$ cat config.mk
export PLATFORM = sky130hd
export DESIGN_NAME = ewin_sector_erase_timer
export DESIGN_NICKNAME = d
export VERILOG_FILES = /design/src/rtl/ewin_pkg.sv /design/src/rtl/ewin_window_timer.sv /design/src/rtl/ewin_sector_batch.sv /design/src/rtl/ewin_ctrl.sv /design/src/rtl/ewin_sector_erase_timer.sv
export SDC_FILE = /design/constraint.sdc
export NUM_CORES = 1
export LEC_CHECK = 0
export ABC_AREA = 1
export CAP_MARGIN = 20
export CELL_PAD_IN_SITES_DETAIL_PLACEMENT = 2
export CELL_PAD_IN_SITES_GLOBAL_PLACEMENT = 2
export CORE_MARGIN = 10
export CORE_UTILIZATION = 32
export CTS_BUF_LIST = sky130_fd_sc_hd__clkbuf_4 sky130_fd_sc_hd__clkbuf_8 sky130_fd_sc_hd__clkbuf_16
export DETAILED_ROUTE_END_ITERATION = 10
export DONT_BUFFER_PORTS = 1
export GPL_TIMING_DRIVEN = 0
export PLACE_DENSITY_LB_ADDON = 0.3
export SETUP_SLACK_MARGIN = 0.1
export SLEW_MARGIN = 5
export SYNTH_ARGS = -nofsm -noshare
export SYNTH_HDL_FRONTEND = slang
export SYNTH_SLANG_ARGS = --single-unit
$ cat constraint.sdc
create_clock -name clk -period 1.5 [get_ports clk]
set_input_delay 0.075 -clock clk [delete_from_list [all_inputs] [get_ports clk]]
set_output_delay 0.075 -clock clk [all_outputs]
set_load 0.01 [all_outputs]
$ cat src/rtl/ewin_pkg.sv
package ewin_pkg;
  typedef enum logic [1:0] {
    EW_IDLE    = 2'd0,
    EW_COLLECT = 2'd1,
    EW_ERASING = 2'd2
  } ew_state_e;
endpackage

$ cat src/rtl/ewin_window_timer.sv
module ewin_window_timer #(
  parameter int WINDOW_CYCLES = 12500,
  localparam int CNT_W = $clog2(WINDOW_CYCLES + 1)
) (
  input  logic clk,
  input  logic rst_n,
  input  logic run,
  input  logic load,
  output logic expire
);
  localparam logic [CNT_W-1:0] RELOAD = CNT_W'(WINDOW_CYCLES - 1);

  logic [CNT_W-1:0] cnt_q, cnt_d;
  logic             cnt_en;

  always_comb begin
    cnt_en = 1'b0;
    cnt_d  = cnt_q;
    if (load) begin
      cnt_en = 1'b1;
      cnt_d  = RELOAD;
    end else if (run && (cnt_q != '0)) begin
      cnt_en = 1'b1;
      cnt_d  = cnt_q - 1'b1;
    end
  end

  always_ff @(posedge clk or negedge rst_n) begin
    if (!rst_n)      cnt_q <= '0;
    else if (cnt_en) cnt_q <= cnt_d;
  end

  assign expire = run && (cnt_q == '0);
endmodule

$ cat src/rtl/ewin_sector_batch.sv
module ewin_sector_batch #(
  parameter int NUM_SECTORS = 11,
  localparam int IDX_W = (NUM_SECTORS > 1) ? $clog2(NUM_SECTORS) : 1
) (
  input  logic                   clk,
  input  logic                   rst_n,
  input  logic                   set_en,
  input  logic [IDX_W-1:0]       set_idx,
  input  logic                   set_all,
  input  logic                   clr,
  output logic [NUM_SECTORS-1:0] mask
);
  logic [NUM_SECTORS-1:0] mask_q;

  for (genvar i = 0; i < NUM_SECTORS; i++) begin : g_bit
    logic bit_d, bit_en;
    always_comb begin
      bit_en = clr || set_all || (set_en && (set_idx == IDX_W'(i)));
      bit_d  = !clr;
    end
    always_ff @(posedge clk or negedge rst_n) begin
      if (!rst_n)      mask_q[i] <= 1'b0;
      else if (bit_en) mask_q[i] <= bit_d;
    end
  end

  assign mask = mask_q;
endmodule

$ cat src/rtl/ewin_ctrl.sv
module ewin_ctrl
  import ewin_pkg::*;
#(
  parameter int NUM_SECTORS = 11,
  localparam int IDX_W = (NUM_SECTORS > 1) ? $clog2(NUM_SECTORS) : 1
) (
  input  logic             clk,
  input  logic             rst_n,
  input  logic             sect_vld,
  input  logic [IDX_W-1:0] sect_idx,
  input  logic             chip_vld,
  input  logic             susp_vld,
  input  logic             other_vld,
  input  logic             done,
  input  logic             expire,
  output ew_state_e        state,
  output logic             timer_load,
  output logic             mask_set,
  output logic             mask_all,
  output logic             mask_clr,
  output logic             start_pulse,
  output logic             ign_pulse
);
  ew_state_e state_q, state_d;
  logic      start_q, start_d;
  logic      ign_q, ign_d;
  logic      s_vld, c_vld, o_vld, idx_ok, any_cmd;

  // a suspend in the same cycle masks every other strobe
  always_comb begin
    s_vld   = sect_vld  && !susp_vld;
    c_vld   = chip_vld  && !susp_vld;
    o_vld   = other_vld && !susp_vld;
    idx_ok  = 32'(sect_idx) < NUM_SECTORS;
    any_cmd = s_vld || c_vld || o_vld;
  end

  always_comb begin
    state_d    = state_q;
    start_d    = 1'b0;
    ign_d      = 1'b0;
    timer_load = 1'b0;
    mask_set   = 1'b0;
    mask_all   = 1'b0;
    mask_clr   = 1'b0;
    unique case (state_q)
      EW_IDLE: begin
        if (c_vld) begin
          state_d  = EW_ERASING;
          start_d  = 1'b1;
          mask_all = 1'b1;
        end else if (s_vld) begin
          if (idx_ok) begin
            state_d    = EW_COLLECT;
            timer_load = 1'b1;
            mask_set   = 1'b1;
          end else begin
            ign_d = 1'b1;
          end
        end
      end
      EW_COLLECT: begin
        if (expire) begin
          state_d = EW_ERASING;
          start_d = 1'b1;
          ign_d   = any_cmd;
        end else if (s_vld && idx_ok) begin
          timer_load = 1'b1;
          mask_set   = 1'b1;
        end else begin
          ign_d = any_cmd;
        end
      end
      EW_ERASING: begin
        ign_d = any_cmd;
        if (done) begin
          state_d  = EW_IDLE;
          mask_clr = 1'b1;
        end
      end
      default: state_d = EW_IDLE;
    endcase
  end

  always_ff @(posedge clk or negedge rst_n) begin
    if (!rst_n) begin
      state_q <= EW_IDLE;
      start_q <= 1'b0;
      ign_q   <= 1'b0;
    end else begin
      state_q <= state_d;
      start_q <= start_d;
      ign_q   <= ign_d;
    end
  end

  assign state       = state_q;
  assign start_pulse = start_q;
  assign ign_pulse   = ign_q;
endmodule

$ cat src/rtl/ewin_sector_erase_timer.sv
module ewin_sector_erase_timer
  import ewin_pkg::*;
#(
  parameter int NUM_SECTORS   = 11,
  parameter int WINDOW_CYCLES = 12500,
  localparam int IDX_W = (NUM_SECTORS > 1) ? $clog2(NUM_SECTORS) : 1
) (
  input  logic                   clk,
  input  logic                   rst_n,
  input  logic                   sect_erase_vld,
  input  logic [IDX_W-1:0]       sect_erase_idx,
  input  logic                   chip_erase_vld,
  input  logic                   suspend_vld,
  input  logic                   other_cmd_vld,
  input  logic                   erase_done,
  output logic [NUM_SECTORS-1:0] sect_mask,
  output logic                   dq3_status,
  output logic                   erase_start,
  output logic                   cmd_ignored
);
  ew_state_e state;
  logic      expire, timer_load, mask_set, mask_all, mask_clr;

  ewin_ctrl #(.NUM_SECTORS(NUM_SECTORS)) ctrl_i (
    .clk        (clk),
    .rst_n      (rst_n),
    .sect_vld   (sect_erase_vld),
    .sect_idx   (sect_erase_idx),
    .chip_vld   (chip_erase_vld),
    .susp_vld   (suspend_vld),
    .other_vld  (other_cmd_vld),
    .done       (erase_done),
    .expire     (expire),
    .state      (state),
    .timer_load (timer_load),
    .mask_set   (mask_set),
    .mask_all   (mask_all),
    .mask_clr   (mask_clr),
    .start_pulse(erase_start),
    .ign_pulse  (cmd_ignored)
  );

  ewin_window_timer #(.WINDOW_CYCLES(WINDOW_CYCLES)) timer_i (
    .clk   (clk),
    .rst_n (rst_n),
    .run   (state == EW_COLLECT),
    .load  (timer_load),
    .expire(expire)
  );

  ewin_sector_batch #(.NUM_SECTORS(NUM_SECTORS)) batch_i (
    .clk    (clk),
    .rst_n  (rst_n),
    .set_en (mask_set),
    .set_idx(sect_erase_idx),
    .set_all(mask_all),
    .clr    (mask_clr),
    .mask   (sect_mask)
  );

  assign dq3_status = (state == EW_ERASING);
endmodule

==> flow_summary.json <==
{
  "cts.clk_slew.worst_paths_ps": 70,
  "max-clock-path-buffers": 2,
  "cts.htree.levels": 2,
  "cp.depth": 9,
  "design.core.area_sq_um": 5510,
  "clk_root_buffer_cell": "sky130_fd_sc_hd__clkbuf_8",
  "worst_setup_path_end_kind": "flop",
  "synth-async-reset-ratio_pct": 100,
  "gp_congestion": 0.766,
  "wl_per_cell_um": 19.9,
  "dp_hpwl_um": 4050,
  "fillerInstances": 613,
  "detail_route.wirelength.met1_um": 3020,
  "min_period_over_period_pct": 107,
  "final_hold_viol_count": 0,
  "hp-class": "input pin to flop",
  "hold_path.startpoint": "erase_done",
  "grt_antenna_before_repair": 0,
  "timing.reg2reg.setup_slack_ps": -100,
  "die_height_um": 95.2,
  "power_density_nw_per_um2": 2070,
  "cts_tree": "built",
  "depth_of_the_worst_hold_timing_path": 3,
  "netlist_area_sq_um": 1810,
  "n_antenna_cell": 0,
  "critPathRequiredTime_ps": 1670,
  "yosys.cell_types.count": 28,
  "fin_nets": 299,
  "period_needed_ps": 1600,
  "die_area_sq_um": 9070,
  "setup.worst_path.class": "flop to flop",
  "first_global_vias": 1967,
  "area.growth.synth_to_final_pct": 43.4,
  "post-synth-top-area-cell": "sky130_fd_sc_hd__dfrtp_1",
  "worstSkewPairLatency_ps": 280,
  "die_w_um": 95.2,
  "viasPerCell": 4.94,
  "ff_latch_area_sq_um": 728,
  "grt_max_degree": 30,
  "final-max-slew-violation-count": 0,
  "netlist.area_leader.share_pct": 40.1,
  "drt_pre_antenna_iters": 4,
  "antenna_violating_nets_post_route": 0,
  "fmaxAchievable_mhz": 623,
  "synth-simple-area-share_pct": 40.1,
  "cts_sinks": 29,
  "power.leakage_nw": 1.27,
  "synth-edff-count": 0,
  "drt_iter0_drc": 51,
  "synth.net_count": 266,
  "setup_violations": 21,
  "number_of_cts_inserted_buffers": 5,
  "io_pins": 25,
  "numPortBuffers": 0,
  "reg2regPathDepth": 9,
  "critical-path-top-cell-by-count": "sky130_fd_sc_hd__nand2_1",
  "yosys-mux-area-fraction_pct": 0,
  "syn_inst": 253,
  "start_kind": "flop",
  "multi_input_comb_area_sq_um": 1240,
  "critical_path.reg2reg.startpoint": "timer_i.cnt_q[6]",
  "top_signal_layer_used": "met4",
  "synth-xor-area-share_pct": 1.94,
  "initial_utilization_pct": 32.9,
  "met2_length_um": 3720,
  "critical_path.n_buffers_inverters": 1,
  "top_cells_by_area_synth": "sky130_fd_sc_hd__dfrtp_1 40%, sky130_fd_sc_hd__nand2_1 15%, sky130_fd_sc_hd__nor2_1 10%",
  "num_vias": 1775,
  "worst_ep_arrival_time_ps": 1770,
  "fin_setup_tns_ps": -1310,
  "finalWorstSetupSlack_ps": -105,
  "timing.critical_path.slowest_stage_cell": "sky130_fd_sc_hd__dfrtp_1",
  "worst_slew_margin_rel_pct": 75.9,
  "hold_ws_ps": 6.74,
  "routed_wl_um": 7150,
  "synth-seq-cells": 29,
  "main_combinational_cell_family_by_area_after_synthesis": "simple AND/OR/NAND/NOR gates",
  "compound_cell_area_share_of_the_yosys_netlist_pct": 8.91,
  "synthAdderAreaFrac_pct": 1.38,
  "grtUsageTotal_pct": 14.8,
  "critical_path.cell_chain": "buf_4, nor2_1, nand2_1, nor2_1, nand2_1, nand2_1, nand2_1, a21oi_2, nand2_1",
  "regToRegEndpoint": "timer_i.cnt_q[13]",
  "worst_pin_slew_ps": 360,
  "dominantRegCellSynth": "sky130_fd_sc_hd__dfrtp_1",
  "vdd.ir_drop.worst_uv": 778,
  "setup_repair_after_global_routing_missed_its_margin": "yes",
  "grt_pass1_wl_um": 10500,
  "status": "finished with violations",
  "cp_top_family": "simple AND/OR/NAND/NOR gates",
  "overflow": 0,
  "max_cap_violations": 0,
  "placement_rows": 27,
  "final.setup_skew_ps": 8.55,
  "ys_warn_count": 0,
  "violations": "negative setup slack",
  "synth_seq_area_share_pct": 40.1,
  "route.detailed.drc": 0,
  "drive_above_1_share_pct": 39.0,
  "crit_fanout": 3,
  "met3_length_um": 270,
  "hold-path-endpoint": "ctrl_i.state[1]",
  "crit_path_max_incr_delay_ps": 400,
  "syn-mean-instance-area_sq_um": 7.16
}
cell type report:
cell class	count	share of cell area (%)
sequential	29	28.0
inverter	28	4.82
clock buffer	7	3.71
timing repair inverter	2	0.578
tap	72	3.47
clock inverter	1	0.193
buffer	4	1.83
multi-input combinational	193	47.8
timing repair buffer	23	9.54
cell usage after synthesis (2+ instances only):
cell type / number
sky130_fd_sc_hd__nor2_1: 50
sky130_fd_sc_hd__o21ai_0: 5
sky130_fd_sc_hd__nand3_1: 11
sky130_fd_sc_hd__buf_6: 2
sky130_fd_sc_hd__nand2_1: 72
sky130_fd_sc_hd__inv_1: 26
sky130_fd_sc_hd__ha_1: 2
sky130_fd_sc_hd__a21oi_1: 11
sky130_fd_sc_hd__nand2_4: 3
sky130_fd_sc_hd__xnor2_1: 2
sky130_fd_sc_hd__buf_2: 2
sky130_fd_sc_hd__xor2_1: 2
sky130_fd_sc_hd__nor2_2: 7
sky130_fd_sc_hd__dfrtp_1: 29
sky130_fd_sc_hd__nand2_2: 10
sky130_fd_sc_hd__inv_2: 2
sky130_fd_sc_hd__a21oi_2: 6
report_power, final:
| part | switching (mW) | internal (mW) |
|---|---|---|
| Clock | 0.327 | 0.415 |
| Combinational | 1.80 | 1.19 |
| Sequential | 0.475 | 1.15 |
per-layer routing:
| layer | up-vias | global-route usage (%) |
|---|---|---|
| met5 | - | 0 |
| met4 | 0 | 4.49 |
| met3 | 10 | 3.69 |
| met2 | 28 | 26.5 |
| met1 | 885 | 17.0 |
| li1 | 852 | - |
per-stage QoR:
stage / instance area [sq um] / setup slack [ps] / instances / utilization (%) / power (mW)
5_1_grt: 2600 / -251 / 359 / 47.1 / 5.79
6_report: 2600 / -105 / 359 / 47.1 / 5.37
3_5_place_dp: 1900 / -156 / 325 / 34.5 / 3.35
4_1_cts: 2330 / -21.2 / 347 / 42.4 / 4.73
2_1_floorplan: 1810 / 107 / 253 / - / 2.83
3_3_place_gp: 1900 / -132 / 325 / 34.5 / 3.25
flip-flops by register name (all words and copies together), names as in the netlist:
register and cells:
timer_i.cnt_q 14, batch_i.mask 11, ctrl_i.state 2, ctrl_i.ign_pulse 1, ctrl_i.start_pulse 1
placed cells by master (no fill, tap or decap), types with 2 or more instances in the layout:
cell type                       synthesis  final
sky130_fd_sc_hd__nand2_1               72     61
sky130_fd_sc_hd__buf_6                  2      2
sky130_fd_sc_hd__o21ai_1                1      3
sky130_fd_sc_hd__nand2_8                0      4
sky130_fd_sc_hd__clkbuf_8               0      7
sky130_fd_sc_hd__buf_4                  0     16
sky130_fd_sc_hd__nor2_2                 7      8
sky130_fd_sc_hd__nand2_2               10      9
sky130_fd_sc_hd__dfrtp_2                0      2
sky130_fd_sc_hd__nand3_1               11      9
sky130_fd_sc_hd__dfrtp_1               29     27
sky130_fd_sc_hd__xnor2_1                2      2
sky130_fd_sc_hd__buf_12                 0      3
sky130_fd_sc_hd__nand3_4                1      3
sky130_fd_sc_hd__nor2_4                 1     10
sky130_fd_sc_hd__xor2_1                 2      2
sky130_fd_sc_hd__nor2_1                50     40
sky130_fd_sc_hd__dlygate4sd3_1          0      2
sky130_fd_sc_hd__inv_1                 26     23
sky130_fd_sc_hd__nand2_4                3     12
sky130_fd_sc_hd__inv_2                  2      3
sky130_fd_sc_hd__o21ai_0                5      2
sky130_fd_sc_hd__a21oi_2                6     17
worst min-delay path: cells and delay by family:
kind	cells	cell delay, ps
buf+inv	1	30
compound gates	1	60
simple gates	1	80
kinds of logic (layout without fill, tap and decap cells):
group | Yosys count | count (layout)
AND/OR/NAND/NOR | 161 | 162
buffers and inverters | 32 | 65
flip-flops | 29 | 29
AO/OA/AOI/OAI | 25 | 25
XOR/XNOR | 4 | 4
adder cells (fa/ha/maj) | 2 | 2
repair_timing:
action,4_1_cts,5_1_grt
pin swaps,4,8
setup endpoints to repair,29,29
hold endpoints to repair,30,0
resized for setup,51,36
hold buffers,3,0
buffers inserted,9,9
cloned,2,3
how the worst max path moves through the flow:
stage,startpoint,endpoint,slack [ps]
after detailed placement,timer_i.cnt_q[0],timer_i.cnt_q[13],-160
final,timer_i.cnt_q[6],timer_i.cnt_q[13],-100
after floorplan,timer_i.cnt_q[0],timer_i.cnt_q[12],110
after global placement,timer_i.cnt_q[0],timer_i.cnt_q[12],-130
after CTS,timer_i.cnt_q[5],timer_i.cnt_q[3],-20
after global routing,timer_i.cnt_q[6],timer_i.cnt_q[13],-250
(Power assumes the default switching activity.)
